[config.mk]
export PLATFORM = sky130hd
export DESIGN_NAME = clkrst_seq
export DESIGN_NICKNAME = d
export VERILOG_FILES = /design/src/rtl/rstseq_pkg.sv /design/src/rtl/rstseq_sync.sv /design/src/rtl/rstseq_arbiter.sv /design/src/rtl/rstseq_timer.sv /design/src/rtl/clkrst_seq.sv
export SDC_FILE = /design/constraint.sdc
export NUM_CORES = 1
export LEC_CHECK = 0
export BUFFER_PORTS_ARGS = -buffer_cell sky130_fd_sc_hd__buf_2
export CAP_MARGIN = 20
export CELL_PAD_IN_SITES_DETAIL_PLACEMENT = 0
export CELL_PAD_IN_SITES_GLOBAL_PLACEMENT = 1
export CORE_MARGIN = 2
export CORE_UTILIZATION = 47
export DETAILED_ROUTE_END_ITERATION = 7
export PLACE_DENSITY_LB_ADDON = 0.1
export SKIP_LAST_GASP = 1
export SYNTH_ARGS = -nofsm -noshare
export SYNTH_HDL_FRONTEND = slang
export SYNTH_HIERARCHICAL = 1
export SYNTH_SLANG_ARGS = --single-unit
export TNS_END_PERCENT = 10
[constraint.sdc]
create_clock -name clk_i -period 8.95 [get_ports clk_i]
set_input_delay 1.79 -clock clk_i [delete_from_list [all_inputs] [get_ports clk_i]]
set_output_delay 1.79 -clock clk_i [all_outputs]
set_load 0.05 [all_outputs]
[src/rtl/rstseq_pkg.sv]
`timescale 1ns/1ps
package rstseq_pkg;

    typedef enum logic [2:0] {
        ST_RUN,
        ST_PWRON,
        ST_OSC_WAIT,
        ST_SHORT,
        ST_PIN_HOLD
    } seq_state_e;

    typedef enum logic [1:0] {
        CAUSE_PWR  = 2'd0,
        CAUSE_PIN  = 2'd1,
        CAUSE_SOFT = 2'd2,
        CAUSE_WDOG = 2'd3
    } cause_e;

    typedef enum logic [1:0] {
        OP_MAIN       = 2'd0,
        OP_SUB        = 2'd1,
        OP_STOP       = 2'd2,
        OP_OSC_SETTLE = 2'd3
    } opstate_e;

    // ordered by length of hold: a larger value wins arbitration
    typedef enum logic [1:0] {
        CL_NONE  = 2'd0,
        CL_SHORT = 2'd1,
        CL_HOLD  = 2'd2,
        CL_STAB  = 2'd3
    } req_class_e;

endpackage

[src/rtl/rstseq_sync.sv]
`timescale 1ns/1ps
module rstseq_sync #(
    parameter int STAGES = 2
) (
    input  logic clk_i,
    input  logic clr_i,
    input  logic d_i,
    output logic q_o
);
    logic [STAGES-1:0] ff_q;

    generate
        if (STAGES == 1) begin : g_one
            always_ff @(posedge clk_i or posedge clr_i) begin
                if (clr_i) ff_q <= '1;
                else       ff_q <= d_i;
            end
        end else begin : g_chain
            always_ff @(posedge clk_i or posedge clr_i) begin
                if (clr_i) ff_q <= '1;
                else       ff_q <= {ff_q[STAGES-2:0], d_i};
            end
        end
    endgenerate

    assign q_o = ff_q[STAGES-1];
endmodule

[src/rtl/rstseq_arbiter.sv]
`timescale 1ns/1ps
module rstseq_arbiter
    import rstseq_pkg::*;
(
    input  logic       pin_fall_i,
    input  logic       wdog_i,
    input  logic       soft_i,
    input  logic       main_ok_i,
    input  logic       no_por_i,
    output req_class_e cls_o,
    output cause_e     cause_o
);
    localparam int NSRC = 3;   // index order is tie priority: pin, watchdog, software

    logic [NSRC-1:0] req;
    logic [NSRC-1:0] may_stab;
    req_class_e      src_cls [NSRC];

    assign req      = {soft_i, wdog_i, pin_fall_i};
    assign may_stab = {1'b1, 1'b1, !no_por_i};

    function automatic cause_e src_cause(input int idx);
        case (idx)
            0:       return CAUSE_PIN;
            1:       return CAUSE_WDOG;
            default: return CAUSE_SOFT;
        endcase
    endfunction

    generate
        for (genvar i = 0; i < NSRC; i++) begin : g_src
            localparam req_class_e FAST = (i == 0) ? CL_HOLD : CL_SHORT;
            assign src_cls[i] = !req[i]                      ? CL_NONE :
                                (!main_ok_i && may_stab[i]) ? CL_STAB : FAST;
        end
    endgenerate

    always_comb begin
        cls_o   = CL_NONE;
        cause_o = CAUSE_PWR;
        for (int i = 0; i < NSRC; i++) begin
            if (src_cls[i] > cls_o) begin
                cls_o   = src_cls[i];
                cause_o = src_cause(i);
            end
        end
    end
endmodule

[src/rtl/rstseq_timer.sv]
`timescale 1ns/1ps
module rstseq_timer #(
    parameter int STAB_LEN  = 4096,
    parameter int SHORT_LEN = 16
) (
    input  logic clk_i,
    input  logic por_i,
    input  logic clr_i,
    input  logic run_i,
    input  logic sel_stab_i,
    output logic done_o
);
    localparam int MAXLEN = (STAB_LEN > SHORT_LEN) ? STAB_LEN : SHORT_LEN;
    localparam int CW     = (MAXLEN > 2) ? $clog2(MAXLEN) : 1;
    localparam logic [CW-1:0] STAB_LAST  = CW'(STAB_LEN - 1);
    localparam logic [CW-1:0] SHORT_LAST = CW'(SHORT_LEN - 1);

    logic [CW-1:0] cnt_q;

    always_ff @(posedge clk_i or posedge por_i) begin
        if (por_i)      cnt_q <= '0;
        else if (clr_i) cnt_q <= '0;
        else if (run_i) cnt_q <= cnt_q + 1'b1;
    end

    assign done_o = run_i && (cnt_q == (sel_stab_i ? STAB_LAST : SHORT_LAST));
endmodule

[src/rtl/clkrst_seq.sv]
`timescale 1ns/1ps
module clkrst_seq
    import rstseq_pkg::*;
#(
    parameter int STAB_LOG2      = 12,
    parameter int CLKS_PER_INSTR = 4,
    parameter int INSTR_CYCLES   = 4,
    parameter int SYNC_STAGES    = 2
) (
    input  logic       clk_i,
    input  logic       por_i,
    input  logic       ext_rst_n_i,
    input  logic       soft_rst_i,
    input  logic       wdog_rst_i,
    input  logic [1:0] opstate_i,
    input  logic       cfg_no_por_i,
    input  logic       cfg_pin_drv_en_i,
    output logic       sys_rst_o,
    output logic       rst_pin_n_o,
    output logic       force_main_o,
    output logic [1:0] cause_o
);
    localparam int STAB_LEN  = 1 << STAB_LOG2;
    localparam int SHORT_LEN = CLKS_PER_INSTR * INSTR_CYCLES;

    seq_state_e state_q, state_d;
    cause_e     cause_q, cause_d;
    req_class_e arb_cls;
    cause_e     arb_cause;
    logic       ext_sync_n, ext_prev_q, pin_fall;
    logic       main_ok, tmr_clr, tmr_run, tmr_sel_stab, tmr_done;

    rstseq_sync #(.STAGES(SYNC_STAGES)) u_sync (
        .clk_i (clk_i),
        .clr_i (por_i),
        .d_i   (ext_rst_n_i),
        .q_o   (ext_sync_n)
    );

    always_ff @(posedge clk_i or posedge por_i) begin
        if (por_i) ext_prev_q <= 1'b1;
        else       ext_prev_q <= ext_sync_n;
    end
    assign pin_fall = ext_prev_q && !ext_sync_n;

    // during a settling wait the oscillator is by definition not ready
    assign main_ok = (state_q != ST_OSC_WAIT) && (opstate_e'(opstate_i) == OP_MAIN);

    rstseq_arbiter u_arb (
        .pin_fall_i (pin_fall),
        .wdog_i     (wdog_rst_i),
        .soft_i     (soft_rst_i),
        .main_ok_i  (main_ok),
        .no_por_i   (cfg_no_por_i),
        .cls_o      (arb_cls),
        .cause_o    (arb_cause)
    );

    assign tmr_run      = (state_q == ST_OSC_WAIT) || (state_q == ST_SHORT);
    assign tmr_sel_stab = (state_q == ST_OSC_WAIT);

    rstseq_timer #(.STAB_LEN(STAB_LEN), .SHORT_LEN(SHORT_LEN)) u_tmr (
        .clk_i      (clk_i),
        .por_i      (por_i),
        .clr_i      (tmr_clr),
        .run_i      (tmr_run),
        .sel_stab_i (tmr_sel_stab),
        .done_o     (tmr_done)
    );

    // state register
    always_ff @(posedge clk_i or posedge por_i) begin
        if (por_i) begin
            state_q <= ST_PWRON;
            cause_q <= CAUSE_PWR;
        end else begin
            state_q <= state_d;
            cause_q <= cause_d;
        end
    end

    // transitions
    always_comb begin
        state_d = state_q;
        cause_d = cause_q;
        tmr_clr = 1'b0;
        if (arb_cls != CL_NONE) begin
            cause_d = arb_cause;
            tmr_clr = 1'b1;
            unique case (arb_cls)
                CL_STAB: state_d = ST_OSC_WAIT;
                CL_HOLD: state_d = ST_PIN_HOLD;
                default: state_d = ST_SHORT;
            endcase
        end else begin
            unique case (state_q)
                ST_RUN:      state_d = ST_RUN;
                ST_PWRON: begin
                    tmr_clr = 1'b1;
                    if (!cfg_no_por_i) state_d = ST_OSC_WAIT;
                    else               state_d = ext_sync_n ? ST_RUN : ST_PIN_HOLD;
                end
                ST_OSC_WAIT,
                ST_SHORT: begin
                    if (tmr_done) state_d = ext_sync_n ? ST_RUN : ST_PIN_HOLD;
                end
                ST_PIN_HOLD: begin
                    if (ext_sync_n) state_d = ST_RUN;
                end
                default:     state_d = ST_PWRON;
            endcase
        end
    end

    // outputs
    always_comb begin
        sys_rst_o    = 1'b1;
        rst_pin_n_o  = 1'b1;
        force_main_o = 1'b1;
        unique case (state_q)
            ST_RUN: begin
                sys_rst_o    = 1'b0;
                force_main_o = 1'b0;
            end
            ST_PWRON, ST_OSC_WAIT, ST_SHORT: rst_pin_n_o = !cfg_pin_drv_en_i;
            ST_PIN_HOLD:                     rst_pin_n_o = 1'b1;
            default:                         rst_pin_n_o = !cfg_pin_drv_en_i;
        endcase
        cause_o = cause_q;
    end
endmodule

==> impl_metrics.json <==
{
  "antenna_found_initial": 0,
  "cts_buffer_depth": 2,
  "wl_um": 2340,
  "drive_gt1_share_pct": 21.23,
  "wl_per_cell_um": 13.30,
  "ir_worst_vdd_uv": 138.0,
  "cpMaxStageDelayCell": "a2bb2oi_1",
  "ios": 14,
  "die_x_um": 55.08,
  "dr.pass1.iters": 4,
  "ant_nets": 0,
  "syn_area_per_cell_sq_um": 9.360,
  "cts_num_sinks": 20,
  "start_util_pct": 49.49,
  "powerDensity_mw_per_mm2": 197.7,
  "numCtsBuffers": 3,
  "n_fill_cell": 233,
  "clk_latency_ns": 0.30,
  "detail_route.vias_per_cell": 5.551,
  "synth_nets": 147,
  "syn_inst": 131,
  "fin_crit_ns": 5.227,
  "max_freq_ghz": 0.1913,
  "regArea_sq_um": 505.5,
  "vias": 977,
  "synth.top_cells.by_area": "dfrtp_1 33%, dfstp_2 8.6%, ha_1 7.1%",
  "sw_frac_of_total_pct": 40.04,
  "post_cts_buffers": 0,
  "gp_congestion": 0.7788,
  "drc": 0,
  "skew_ns": 0.01182,
  "ys.flop_type": "dfrtp_1",
  "cts-root-buf": "clkbuf_4",
  "port_buffers": 13,
  "hold_path.class": "reg -> reg",
  "yosysWarningCount": 6,
  "slowest_delay_ns": 0.41,
  "seq_power_share_pct": 41.5,
  "ctsHoldBuffers": 0,
  "core_area_sq_mm": 0.002477,
  "cp.arrival_ns": 5.41,
  "timing_hold_violations_final": 0,
  "seq_area_frac_synth_pct": 41.22,
  "netlist.area_leader.share_pct": 32.65,
  "synth_edf_count": 0,
  "n_antenna_cell": 0,
  "ys_seq_elements": 20,
  "rows": 18,
  "post_cts_resized": 0,
  "clkPwrFrac_pct": 19.6,
  "syn_area_sq_mm": 0.001226,
  "p_int_uw": 160.8,
  "rsz0062_at_grt": "no",
  "syn_to_final_growth_pct": 10.61,
  "grt_pass1_vias": 928,
  "maxCapViolCount": 0,
  "leakagePower_nw": 0.5943,
  "worstPathMaxFanout": 16,
  "dp_hpwl_um": 1817,
  "comb_power_share_pct": 38.9,
  "power_switching_uw": 107.4,
  "synth_top_cell_by_area": "dfrtp_1",
  "worst-path-buf-inv": 2,
  "slew_viol_final": 0,
  "outcome": "completed",
  "crit_family": "compound AO/OA/AOI/OAI gates",
  "grt.total_usage_pct": 18.70,
  "synth-async-reset-ratio_pct": 100.0,
  "ctsHtreeMaxLevel": 1,
  "synth.distinct_cells": 39,
  "worst-setup-path-type": "in -> reg",
  "fin_nets": 163,
  "worst_pin_slew_ns": 0.5214,
  "die-area_sq_mm": 0.003033,
  "cp.required_ns": 9.13,
  "multi_input_area_sq_um": 659.4,
  "path_cells": "buf_2, nor3_1, nand2b_1, ha_1, o21bai_1, a21bo_1, o21ai_1, ha_1, o21bai_1, a32oi_1, a2bb2oi_1, nor2_1, o21ai_0, buf_4, o211ai_1, nor4_1, mux2_2",
  "grt_overflow": 0,
  "setup_violations": 0,
  "grt_pass1_wl_um": 4050,
  "relSlewSlack_pct": 65.11,
  "drtIter0Drc": 21,
  "setup_tns_ns": 0,
  "end_kind": "flop",
  "grt_max_degree": 17,
  "setup.worst_path.start_class": "input pin",
  "utilization_pct": 54.75,
  "die_height_um": 55.08,
  "path_clk_slew_ns": 0.11,
  "fin_crit_sh_pct": 58.41,
  "tritoncts": "built"
}
==> cell usage after synthesis (2+ instances only) <==
library cell   n
nor4_1         3
or3_1          3
dfrtp_1       16
nand3_1        3
ha_1           7
inv_1         12
dfstp_2        4
nor2_1        12
nand4_1        3
nor2b_1        3
or4_1          4
o31ai_1        3
nor3_1         3
mux2_2         4
o22ai_1        2
nand2_1        8
a21oi_1        9
xnor2_1        2
o21ai_0        5
xor2_1         2
o21bai_1       2
nand2b_1       4
==> registers in the layout, summed over array words and instances (netlist names) <==
| signal | cells |
|---|---|
| cause_o | 2 |
| u_tmr/cnt_q | 12 |
| state_q | 3 |
| u_sync/ff_q | 2 |
| ext_prev_q | 1 |
==> power by group through the flow <==
| stage | Sequential, mW | Combinational (mW) | Clock (mW) |
|---|---|---|---|
| 6_report | 0.111 | 0.104 | 0.0525 |
| 3_5_place_dp | 0.113 | 0.105 | 0 |
| 2_1_floorplan | 0.122 | 0.0763 | 0 |
| 4_1_cts | 0.111 | 0.105 | 0.0546 |
| 3_3_place_gp | 0.113 | 0.103 | 0 |
| 5_1_grt | 0.114 | 0.114 | 0.0574 |
==> cell usage in the layout (no fill, tap or decap), types with 4 or more instances in the layout <==
cell type and count:
a21oi_1 9, buf_2 13, dfrtp_1 16, dfstp_2 4
ha_1 7, inv_1 12, mux2_2 4, nand2_1 8
nand2b_1 4, nor2_1 12, o21ai_0 5, or4_1 4
==> logic make-up after synthesis <==
family | Yosys count | synth area share (%)
XOR/XNOR | 4 | 2.858
flip-flops | 20 | 41.22
multiplexers | 5 | 4.490
AND/OR/NAND/NOR | 51 | 23.77
adder cells (fa/ha/maj) | 7 | 7.143
AO/OA/AOI/OAI | 29 | 15.51
buffers and inverters | 15 | 4.999
==> path summary, 6_finish.rpt <==
check	startpoint	endpoint	slack, ns	cells past startpoint
min in group asynchronous	por_i	state_q[2]	1.41	2
max	opstate_i[1]	u_tmr/cnt_q[11]	3.72	17
min	u_sync/ff_q[0]	u_sync/ff_q[1]	0.37	0
max reg2reg	state_q[1]	u_tmr/cnt_q[11]	4.50	18
min reg2reg	u_sync/ff_q[0]	u_sync/ff_q[1]	0.37	0
max in group asynchronous	por_i	u_tmr/cnt_q[11]	7.13	2
==> area by class of cell <==
class	instances	share of cell area, %
clock buffers	4	2.675
flip-flops and latches	20	37.27
multi-input cells	96	48.62
inverters	12	3.321
well taps	30	2.768
repair buffers	14	5.351
==> through the flow <==
step                setup slack [ns]  std cells  hold WS, ns  cell area, sq um  power [mW]
finish                         3.723        176       0.3656              1356      0.2682
global route                   3.374        176       0.3701              1356      0.2854
CTS                            3.733        176       0.3675              1356      0.2713
detailed placement             3.414        172       0.3508              1320      0.2180
global placement               3.474        172       0.3497              1320      0.2162
floorplan                      3.984        131       0.3452              1226      0.1980
==> per-layer routing <==
metal / GRT usage [%] / share of wire (%) / up-vias
li1: - / - / 505
met1: 25.64 / 51 / 466
met2: 29.96 / 47 / 4
met3: 3.226 / 1.3 / 2
met4: 6.098 / 0.64 / 0
met5: 0 / 0 / -
No activity file was read; power rests on OpenSTA's default activity.
